<file path="src/rtl/rfp_pkg.sv">
package rfp_pkg;
  typedef enum logic [2:0] {
    ST_IDLE = 3'd0,
    ST_HDR  = 3'd1,
    ST_RNG  = 3'd2,
    ST_DOP  = 3'd3,
    ST_DET  = 3'd4,
    ST_FOOT = 3'd5
  } pk_state_t;

  localparam logic [7:0] SYNC_BYTE    = 8'hAA;
  localparam logic [7:0] VERSION_BYTE = 8'h02;
  localparam logic [7:0] TRAIL_BYTE   = 8'h55;
  localparam int         HDR_LEN      = 9;
endpackage

</file>
<file path="src/rtl/rfp_header_mux.sv">
module rfp_header_mux
  import rfp_pkg::*;
#(
  parameter int RANGE_BINS   = 512,
  parameter int DOPPLER_BINS = 48
) (
  input  logic [3:0]  idx,
  input  logic [2:0]  mask,
  input  logic [15:0] fnum,
  output logic [7:0]  hbyte
);
  localparam logic [15:0] RB16 = 16'(RANGE_BINS);
  localparam logic [15:0] DB16 = 16'(DOPPLER_BINS);

  always_comb begin
    case (idx)
      4'd0:    hbyte = SYNC_BYTE;
      4'd1:    hbyte = VERSION_BYTE;
      4'd2:    hbyte = {5'b00000, mask};
      4'd3:    hbyte = fnum[15:8];
      4'd4:    hbyte = fnum[7:0];
      4'd5:    hbyte = RB16[15:8];
      4'd6:    hbyte = RB16[7:0];
      4'd7:    hbyte = DB16[15:8];
      4'd8:    hbyte = DB16[7:0];
      default: hbyte = 8'h00;
    endcase
  end
endmodule

</file>
<file path="src/rtl/rfp_det_packer.sv">
module rfp_det_packer (
  input  logic       clk,
  input  logic       rst,
  input  logic       take,
  input  logic [1:0] cls,
  input  logic       last,
  input  logic       drain,
  output logic       full,
  output logic [7:0] acc
);
  logic [1:0] slot;

  always_ff @(posedge clk) begin
    if (rst || drain) begin
      acc  <= 8'h00;
      slot <= 2'd0;
      full <= 1'b0;
    end else if (take) begin
      acc[(3 - slot) * 2 +: 2] <= cls;
      slot <= slot + 2'd1;
      if (slot == 2'd3 || last) full <= 1'b1;
    end
  end
endmodule

</file>
<file path="src/rtl/rfp_out_stage.sv">
module rfp_out_stage (
  input  logic       clk,
  input  logic       rst,
  input  logic       emit,
  input  logic [7:0] ebyte,
  input  logic       out_ready,
  output logic       load,
  output logic       out_valid,
  output logic [7:0] out_byte
);
  assign load = !out_valid || out_ready;

  always_ff @(posedge clk) begin
    if (rst) begin
      out_valid <= 1'b0;
      out_byte  <= 8'h00;
    end else if (load) begin
      out_valid <= emit;
      if (emit) out_byte <= ebyte;
    end
  end
endmodule

</file>
<file path="src/rtl/radar_frame_packer.sv">
module radar_frame_packer
  import rfp_pkg::*;
#(
  parameter int RANGE_BINS   = 512,
  parameter int DOPPLER_BINS = 48
) (
  input  logic        clk,
  input  logic        rst,
  input  logic        frame_start,
  input  logic [2:0]  stream_mask,
  input  logic [15:0] frame_num,
  input  logic [15:0] rng_data,
  input  logic        rng_valid,
  output logic        rng_ready,
  input  logic [15:0] dop_data,
  input  logic        dop_valid,
  output logic        dop_ready,
  input  logic [1:0]  det_class,
  input  logic        det_valid,
  output logic        det_ready,
  output logic [7:0]  out_byte,
  output logic        out_valid,
  input  logic        out_ready,
  output logic        busy
);
  localparam int CELLS = RANGE_BINS * DOPPLER_BINS;
  localparam int CW    = $clog2(CELLS + 1);
  localparam logic [CW-1:0] RNG_LAST  = CW'(RANGE_BINS - 1);
  localparam logic [CW-1:0] CELL_LAST = CW'(CELLS - 1);
  localparam logic [CW-1:0] CELL_ALL  = CW'(CELLS);

  pk_state_t   state;
  logic [2:0]  en_q;
  logic [15:0] fnum_q;
  logic [3:0]  hidx;
  logic [CW-1:0] cnt;
  logic        half;
  logic [7:0]  low_q;
  logic [7:0]  hbyte, ebyte, acc;
  logic        emit, load, fire, full, det_take;

  function automatic pk_state_t after_stage(input logic [1:0] done, input logic [2:0] m);
    pk_state_t s;
    s = ST_FOOT;
    if (done < 2'd3 && m[2]) s = ST_DET;
    if (done < 2'd2 && m[1]) s = ST_DOP;
    if (done < 2'd1 && m[0]) s = ST_RNG;
    return s;
  endfunction

  rfp_header_mux #(.RANGE_BINS(RANGE_BINS), .DOPPLER_BINS(DOPPLER_BINS)) hdr_i (
    .idx(hidx), .mask(en_q), .fnum(fnum_q), .hbyte(hbyte)
  );

  rfp_det_packer pack_i (
    .clk(clk), .rst(rst), .take(det_take), .cls(det_class),
    .last(cnt == CELL_LAST), .drain(state == ST_DET && fire),
    .full(full), .acc(acc)
  );

  rfp_out_stage ostg_i (
    .clk(clk), .rst(rst), .emit(emit), .ebyte(ebyte), .out_ready(out_ready),
    .load(load), .out_valid(out_valid), .out_byte(out_byte)
  );

  assign busy     = (state != ST_IDLE);
  assign fire     = load && emit;
  assign det_take = det_valid && det_ready;

  always_comb begin
    emit      = 1'b0;
    ebyte     = 8'h00;
    rng_ready = 1'b0;
    dop_ready = 1'b0;
    det_ready = 1'b0;
    case (state)
      ST_HDR: begin
        emit  = 1'b1;
        ebyte = hbyte;
      end
      ST_RNG: begin
        if (half) begin
          emit  = 1'b1;
          ebyte = low_q;
        end else begin
          rng_ready = load;
          emit      = rng_valid;
          ebyte     = rng_data[15:8];
        end
      end
      ST_DOP: begin
        if (half) begin
          emit  = 1'b1;
          ebyte = low_q;
        end else begin
          dop_ready = load;
          emit      = dop_valid;
          ebyte     = dop_data[15:8];
        end
      end
      ST_DET: begin
        det_ready = !full && (cnt != CELL_ALL);
        emit      = full;
        ebyte     = acc;
      end
      ST_FOOT: begin
        emit  = 1'b1;
        ebyte = TRAIL_BYTE;
      end
      default: ;
    endcase
  end

  always_ff @(posedge clk) begin
    if (rst) begin
      state  <= ST_IDLE;
      en_q   <= 3'b000;
      fnum_q <= 16'h0000;
      hidx   <= 4'd0;
      cnt    <= '0;
      half   <= 1'b0;
      low_q  <= 8'h00;
    end else begin
      case (state)
        ST_IDLE: if (frame_start) begin
          en_q   <= stream_mask;
          fnum_q <= frame_num;
          hidx   <= 4'd0;
          cnt    <= '0;
          half   <= 1'b0;
          state  <= ST_HDR;
        end
        ST_HDR: if (fire) begin
          hidx <= hidx + 4'd1;
          if (hidx == 4'(HDR_LEN - 1)) state <= after_stage(2'd0, en_q);
        end
        ST_RNG, ST_DOP: if (fire) begin
          if (!half) begin
            low_q <= (state == ST_RNG) ? rng_data[7:0] : dop_data[7:0];
            half  <= 1'b1;
          end else begin
            half <= 1'b0;
            if ((state == ST_RNG && cnt == RNG_LAST) ||
                (state == ST_DOP && cnt == CELL_LAST)) begin
              cnt   <= '0;
              state <= after_stage((state == ST_RNG) ? 2'd1 : 2'd2, en_q);
            end else begin
              cnt <= cnt + 1'b1;
            end
          end
        end
        ST_DET: begin
          if (det_take) cnt <= cnt + 1'b1;
          if (fire && cnt == CELL_ALL) begin
            cnt   <= '0;
            state <= ST_FOOT;
          end
        end
        ST_FOOT: if (fire) state <= ST_IDLE;
        default: state <= ST_IDLE;
      endcase
    end
  end
endmodule

</file>
<file path="config.mk">
export PLATFORM = sky130hd
export DESIGN_NAME = radar_frame_packer
export DESIGN_NICKNAME = d
export VERILOG_FILES = /design/src/rtl/rfp_pkg.sv /design/src/rtl/rfp_header_mux.sv /design/src/rtl/rfp_det_packer.sv /design/src/rtl/rfp_out_stage.sv /design/src/rtl/radar_frame_packer.sv
export SDC_FILE = /design/constraint.sdc
export NUM_CORES = 1
export LEC_CHECK = 0
export BUFFER_PORTS_ARGS = -buffer_cell sky130_fd_sc_hd__buf_2
export CORE_AREA = 2 2 108 68
export CTS_CLUSTER_DIAMETER = 80
export DETAILED_ROUTE_END_ITERATION = 6
export DIE_AREA = 0 0 110 70
export PLACE_DENSITY = 0.84
export SLEW_MARGIN = 40
export SYNTH_ARGS = -nofsm -noshare
export SYNTH_HDL_FRONTEND = slang
export SYNTH_SLANG_ARGS = --single-unit
</file>
<file path="constraint.sdc">
create_clock -name clk -period 5.1 [get_ports clk]
set_clock_uncertainty 0.2 [all_clocks]
set_input_delay 0.255 -clock clk [delete_from_list [all_inputs] [get_ports clk]]
set_output_delay 0.255 -clock clk [all_outputs]
set_load 0.01 [all_outputs]
</file>
## Yosys cells after proc, flatten, opt, wreduce, memory -nomap -nowiden

Index checks and enable logic that the tools add are counted.

- Register bits after elaboration: 70
- Bits in latches: 0
- RAM bits: 0
- ROM bits: 0
- Bits of input ports: 60
- Logic and storage cells: 124
- Memories: 0

- Add/sub/neg operators: 5
- Multipliers: 0
- Div/mod/pow operators: 0
- $lt $le $gt $ge: 3
- Equal/unequal tests: 25
- Shift-type cells: 2
- Multiplexer cells: 43
- Bitwise operators: 1
- Reduce and logical (&&, ||, !) cells: 33

Operators by type and width:

| operator | count |
|---|---|
| two-way mux 15 bit | 6 |
| case mux 8 bit (6 select lines) | 1 |
| case mux 15 bit (3 select lines) | 1 |
| case mux 8 bit (5 select lines) | 1 |
| two-way mux 3 bit | 12 |
| negation 32 -> 34 bit | 1 |
| variable shift 2 x 34 -> 8 bit (first input constant) | 1 |
| indexed part select 2 x 34 -> 8 bit | 1 |
| == test 15 bit (second input constant) | 2 |
| two-way mux 8 bit | 3 |
| adder 15 x 1 -> 15 bit (second input constant) | 1 |
| == test 15 x 9 -> 1 bit (second input constant) | 1 |
| != test 15 bit (second input constant) | 1 |
| case mux 3 bit (5 select lines) | 1 |
| != test 2 bit (second input constant) | 7 |
| two-way mux 1 bit | 11 |
| logical AND 1 bit | 10 |
| AND reduction 3 bit | 3 |
| bitwise mux 8 bit | 1 |
| == test 4 x 2 -> 1 bit (second input constant) | 2 |
| == test 4 x 3 -> 1 bit (second input constant) | 2 |
| two-way mux 4 bit | 2 |
| case mux 4 bit (2 select lines) | 1 |
| AND reduction 8 bit | 1 |
| 26 further kinds | 39 |

## Logic depth before layout (Yosys ltp)

- Word-level depth: 11
- Mapped depth: 10

## Hierarchy

Synthesis repeated with hierarchy kept, for this count alone.

- Cells, all modules: 525
- Area total of the unflattened synthesis: 4,117.7 µm²

By module, submodules not included:

| module | times used | cells each | area each (µm²) | seq. area each (µm²) |
|---|---|---|---|---|
| radar_frame_packer | 1 | 391 | 2,925.3 | 1,001.0 |
| rfp_det_packer | 1 | 61 | 534.3 | 220.2 |
| rfp_out_stage | 1 | 41 | 441.7 | 180.2 |
| rfp_header_mux | 1 | 32 | 216.5 | 0.0 |

## Worst setup path after synthesis

Ideal clock, no wire load.

- Path kind: reg2reg
- Start point: reg cnt[5]
- End point: reg cnt[3]
- Setup time: 0.123 ns
- Arrival: 2.217 ns
- Data required time: 4.777 ns
- Slack: 2.560 ns
- Stages on the path, launching flop included: 10
- Buffers on the path: 3
- Clock period less this slack: 2.540 ns
- Cells stage by stage: dfxtp_1 -> buf_6 -> or4_1 -> or4_4 -> and4_4 -> buf_6 -> a31oi_4 -> or2_2 -> buf_6 -> o31ai_1

- Cells in the longest elaborated chain, start to end: 7
- Elaborated cells on any way between the ends: 18
- Those cells by class: eq/ne (5); mux (6); reduce/logical (7)

RTL lines:

| what | RTL line | text |
|---|---|---|
| start, declared | radar_frame_packer.sv:36 | `logic [CW-1:0] cnt;` |
| start signal, assigned | radar_frame_packer.sv:148 | `cnt <= cnt + 1'b1;` |
| start signal, assigned | radar_frame_packer.sv:153 | `if (det_take) cnt <= cnt + 1'b1;` |
| == test 15 x 9 -> 1 bit or == test 15 bit (tied branches) | radar_frame_packer.sv:143, radar_frame_packer.sv:144 |  |
| logical AND 1 bit, on equally long branches | radar_frame_packer.sv:143, radar_frame_packer.sv:144 |  |
| logical OR 1 bit | radar_frame_packer.sv:143 | `if ((state == ST_RNG && cnt == RNG_LAST) \|\|` |
| two-way mux 15 bit | radar_frame_packer.sv:143 |  |
| two-way mux 15 bit | radar_frame_packer.sv:138 | `if (!half) begin` |
| two-way mux 15 bit | radar_frame_packer.sv:137 | `ST_RNG, ST_DOP: if (fire) begin` |
| case mux 15 bit (3 select lines) | radar_frame_packer.sv:124 | `case (state)` |

Several ways; a longest one is shown, not always the timed one. The select of a mux whose other input is x is not followed.
A chain may end at the register's enable or synchronous reset.

## Worst setup path in the final report

- Start point: reg state[1]
- End point: reg low_q[3]

- Cells in the longest elaborated chain, start to end: 5
- Elaborated cells on any way between the ends: 11
- Those cells by class: eq/ne (5); mux (2); reduce/logical (4)

RTL lines:

| what | RTL line | text |
|---|---|---|
| start, declared | radar_frame_packer.sv:32 | `pk_state_t state;` |
| start signal, assigned | radar_frame_packer.sv:135 | `if (hidx == 4'(HDR_LEN - 1)) state <= after_stage(2'd0, en_q);` |
| start signal, assigned | radar_frame_packer.sv:146 | `state <= after_stage((state == ST_RNG) ? 2'd1 : 2'd2, en_q);` |
| == test 3 bit or == test 3 x 1 -> 1 bit (tied branches) | radar_frame_packer.sv:76 | `case (state)` |
| OR reduction 2 bit (no line) | -- |  |
| case mux 1 bit (4 select lines) | radar_frame_packer.sv:76 |  |
| logical AND 1 bit | radar_frame_packer.sv:67 | `assign fire = load && emit;` |
| AND reduction 3 bit (no line) | -- |  |
| end signal, assigned | radar_frame_packer.sv:139 | `low_q <= (state == ST_RNG) ? rng_data[7:0] : dop_data[7:0];` |
| end, declared | radar_frame_packer.sv:38 | `logic [7:0] low_q;` |

Several ways; a longest one is shown, not always the timed one.

==> results <==
- The run finished with clean final reports.
- Entering global routing, the biggest net connects 53 pins.
- Global routing used a little under a third of the available tracks across all layers.
- Hold repair after CTS inserted 37 buffers.
- The wire length of the first global-routing pass is approximately 19000 um.
- The share of cells above drive strength 1 is approximately 17%.
- The total nets after synthesis is around 600.
- The critical path is of the flip-flop to flip-flop type.
- The pre-antenna-repair detailed-routing pass consisted of 5 iterations.
- The sequential fraction of the synthesis area is 35.7%.
- The via count of the first global-routing pass came to roughly 4000.
- The adder-cell share of the synthesized area is 3.51%.
- The highest clock rate is about 260 MHz.
- The number of enable flip-flop cells after synthesis is 0.
- In this run the worst hold path is classified as input port to flip-flop.
- The per-cell via count in the routed design is 6.13.
- For this configuration, the core starts out at a cell density of a little under three fifths.
- In this design, the largest share of critical-path delay is due to simple AND/OR/NAND/NOR gates.
- The combinational power share is between 30% and 40%.
- The leakage dissipation is around 1.8 nW.
- The required time of the critical path is approximately 5200 ps.
- The mux share of post-synthesis cell area is under 10%.
- The half-perimeter wire length after detailed placement is around 7600 um.
- The gate count of the mapped netlist is 513.
- The routed wirelength normalized by instance count is ~16 um.
- The share of total power dissipated in sequential elements is between 30% and 40%.
- The clock reaches the later pin of the worst-skew pair after 370 ps.
- The worst path needs roughly 3800 ps of the cycle, external delays included.
- In this run the core area contains 24 standard-cell rows.
- The power density normalized to cell area is ~380 nW/um^2.
- Post-CTS timing repair inserted 0 buffers for setup.
- The worst hold slack after final layout is around 160 ps.
- The routability congestion estimate is approximately 0.89.
- Clock-pin slew was measured on the worst setup and hold paths at approximately 90 ps.
- The number of buffers inserted by port buffering is slightly above 70.
- Leaving out fill and tap cells, the most frequent cells in the layout are nand2_1 (84), buf_2 (71), dfxtp_1 (70).
- The complex-gate fraction of the synthesized area is about a quarter.
- The internal power component is 0.00112 W.
- The floorplan step set the die height to approximately 70 um.
- TritonCTS built the clock tree.
- The post-synthesis instance area is a little under 4000 um^2.
- The clock network is responsible for ~25% of the overall power.
- STA classifies the critical path endpoint as a flip-flop.
- The signal arrival time at the worst endpoint is between 3000 and 4000 ps.
- The highest cell delay on the worst timing path is 720 ps.
- After synthesis, the largest family of logic cells by area is simple AND/OR/NAND/NOR gates.
- Wires add up to approximately 11000 um.
- Including well taps, the total number of placed cells is roughly 650.
- The total area inside the core boundary comes to just under 7000 um^2.
- The multi-input combinational cell area is between 2000 and 2500 um^2.
- The clock drives 70 sinks.
- Of all nets on the critical path, the largest fanout is 19.
- The number of failing hold endpoints at the final stage is 0.
- Counting both buffers and inverters, the worst setup path holds a total of 2.
- Yosys mapped the design onto 57 distinct sky130hd cell types.
- After detailed routing, the number of remaining DRC violations is 0.
- The DRC violation total after the first TritonRoute iteration is just under 400.
- Setup violations remaining at the end of the flow were counted as 0.
- In this run the horizontal extent of the chip is between 100 and 150 um.
- The library cell used most frequently in the layout, excluding fill and tap cells, is nand2_1.
- For the pin with the worst max-slew slack, the measured transition is around 810 ps.
- The most instantiated flip-flop cell in the synthesis netlist is dfxtp_1.
- The number of pins with negative max-slew slack in the final report came to 0.
- The number of nets with antenna violations after routing is 0.
- The synthesized design contains 70 register bits.
- For this run, the post-layout net count is 674.
- The detailed-route via count is 4287.
- The area used by sequential logic in the layout is 1400 um^2.
- Net switching is between 30% and 40% of the power.
- The initial antenna violation count is 0.
- The number of resized instances in the post-cts repair step is 0.
- Dividing the final minimum period by the clock period gives about three quarters.
- The maximum resistive drop on vdd is slightly below 200 uV.
- Clock tree synthesis selected as its root buffer the cell clkbuf_8.
- The switching power is 0.000742 W.
- The share of synthesized cell area in and, or, nand and nor gates is a little over a quarter.
- Counting the buffers created by CTS gives 9.
- Walking the worst path, the cells encountered are nand2b_1 > o21ai_1 > nand3_1 > nor3_1 > buf_4 > nor2_1 > a311oi_1 > dlygate4sd3_1.
- The share of flip-flops with an asynchronous set or reset is 0%.
- The number of standard cells in the layout, taps in and fillers out is between 600 and 700.
- The worst max-slew margin expressed relative to the limit is between 40% and 50%.
- The mean post-synth cell area is roughly 7.7 um^2.
- The H-tree generated during clock tree synthesis spans 3 levels.
- The worst setup path is launched from a flip-flop.
- The area growth from synthesis to layout is 23.7%.
- Setup repair after global routing left no endpoint under its margin.
- The share of the synthesized netlist area taken by xor and xnor gates is less than 1%.
- The setup TNS is 0 ps.
- The clock passes through at most 2 buffers.
- The die covers 7700 um^2.
- The count of synthesis-stage warnings from yosys is 0.
- The max-cap violation count is 0.
- The slowest cell on the critical path is dfxtp_1.
- The number of antenna diodes in the final layout is 0.
- between 70 and 80 I/O pins were placed.
- Global routing finished with a remaining overflow of 0.
- The number of fill cells is between 500 and 600.
Yosys cell counts (10+ instances only):
| library cell | n | area share [%] |
|---|---|---|
| nand2_1 | 84 | 8.0 |
| dfxtp_1 | 70 | 36 |
| a21oi_1 | 51 | 6.5 |
| nor2_1 | 47 | 4.5 |
| clkbuf_1 | 25 | 2.4 |
| o21ai_0 | 25 | 3.2 |
| nor3_1 | 16 | 2.0 |
| nand3_1 | 14 | 1.8 |
| nand4_1 | 13 | 2.1 |
| o21ai_1 | 13 | 1.7 |
| ha_1 | 11 | 3.5 |
| mux2i_1 | 11 | 2.8 |
| a311oi_1 | 10 | 2.2 |
| inv_1 | 10 | 0.96 |
registers in the layout, indices dropped and copies added, names as in the netlist, 2 cells and up:
name,cells
pack_i.slot,2
state,3
hidx,4
en_q,3
cnt,15
pack_i.acc,8
low_q,8
ostg_i.out_byte,8
fnum_q,16
power by group through the flow:
stage	Sequential [W]	Combinational [W]	Clock, W
final	0.000694	0.000697	0.000474
after global routing	0.000703	0.000761	0.000500
after CTS	0.000691	0.000677	0.000474
after detailed placement	0.000703	0.000654	0
after global placement	0.000701	0.000634	0
after floorplan	0.000684	0.000490	0
cells by family after synthesis:
kind of cell | after synthesis
AO/OA/AOI/OAI | 151
XOR/XNOR | 2
adder cells (fa/ha/maj) | 11
buffers and inverters | 45
flip-flops | 70
multiplexers | 14
AND/OR/NAND/NOR | 220
area by class of cell:
cell class	instances	area share (%)
multi-input cells	398	48.0
flip-flops and latches	70	28.9
repair buffers	112	15.6
clock buffers	10	2.84
well taps	91	2.35
clock inverters	6	1.47
inverters	12	0.928
worst reg2reg max path: cells and delay by family, from the launching register on:
kind | cells | cell delay, ps
compound gates | 2 | 650
buf+inv | 2 | 890
flops | 1 | 720
simple gates | 4 | 1340
through the flow:
stage	power, W	util [%]	worst slack [ps]	instance area, um^2
3_5_place_dp	0.00136	62.1	1900	4270
6_report	0.00186	70.6	1250	4850
4_1_cts	0.00184	70.5	1440	4850
2_1_floorplan	0.00117	-	2560	3930
5_1_grt	0.00196	70.6	1080	4850
3_3_place_gp	0.00133	62.1	2060	4270
final timing paths:
| check | cells after the start | start | endpoint | slack [ps] |
|---|---|---|---|---|
| worst min-delay path | 2 | rst | ostg_i.out_valid | 160 |
| worst max register to register | 8 | state[1] | low_q[3] | 1250 |
| worst max-delay path | 8 | state[1] | low_q[3] | 1250 |
| worst min register to register | 2 | pack_i.acc[0] | pack_i.acc[0] | 260 |
routing by layer:
metal / vias to the layer above / wire, um / GRT usage [%] / part of all wire, %
li1: 2053 / - / - / -
met1: 1988 / 4930 / 42.9 / 43
met5: - / 0 / 0 / 0
met2: 216 / 5330 / 48.7 / 46
met4: 0 / 247 / 10.5 / 2.1
met3: 30 / 987 / 7.75 / 8.6
(Power assumes the default switching activity.)
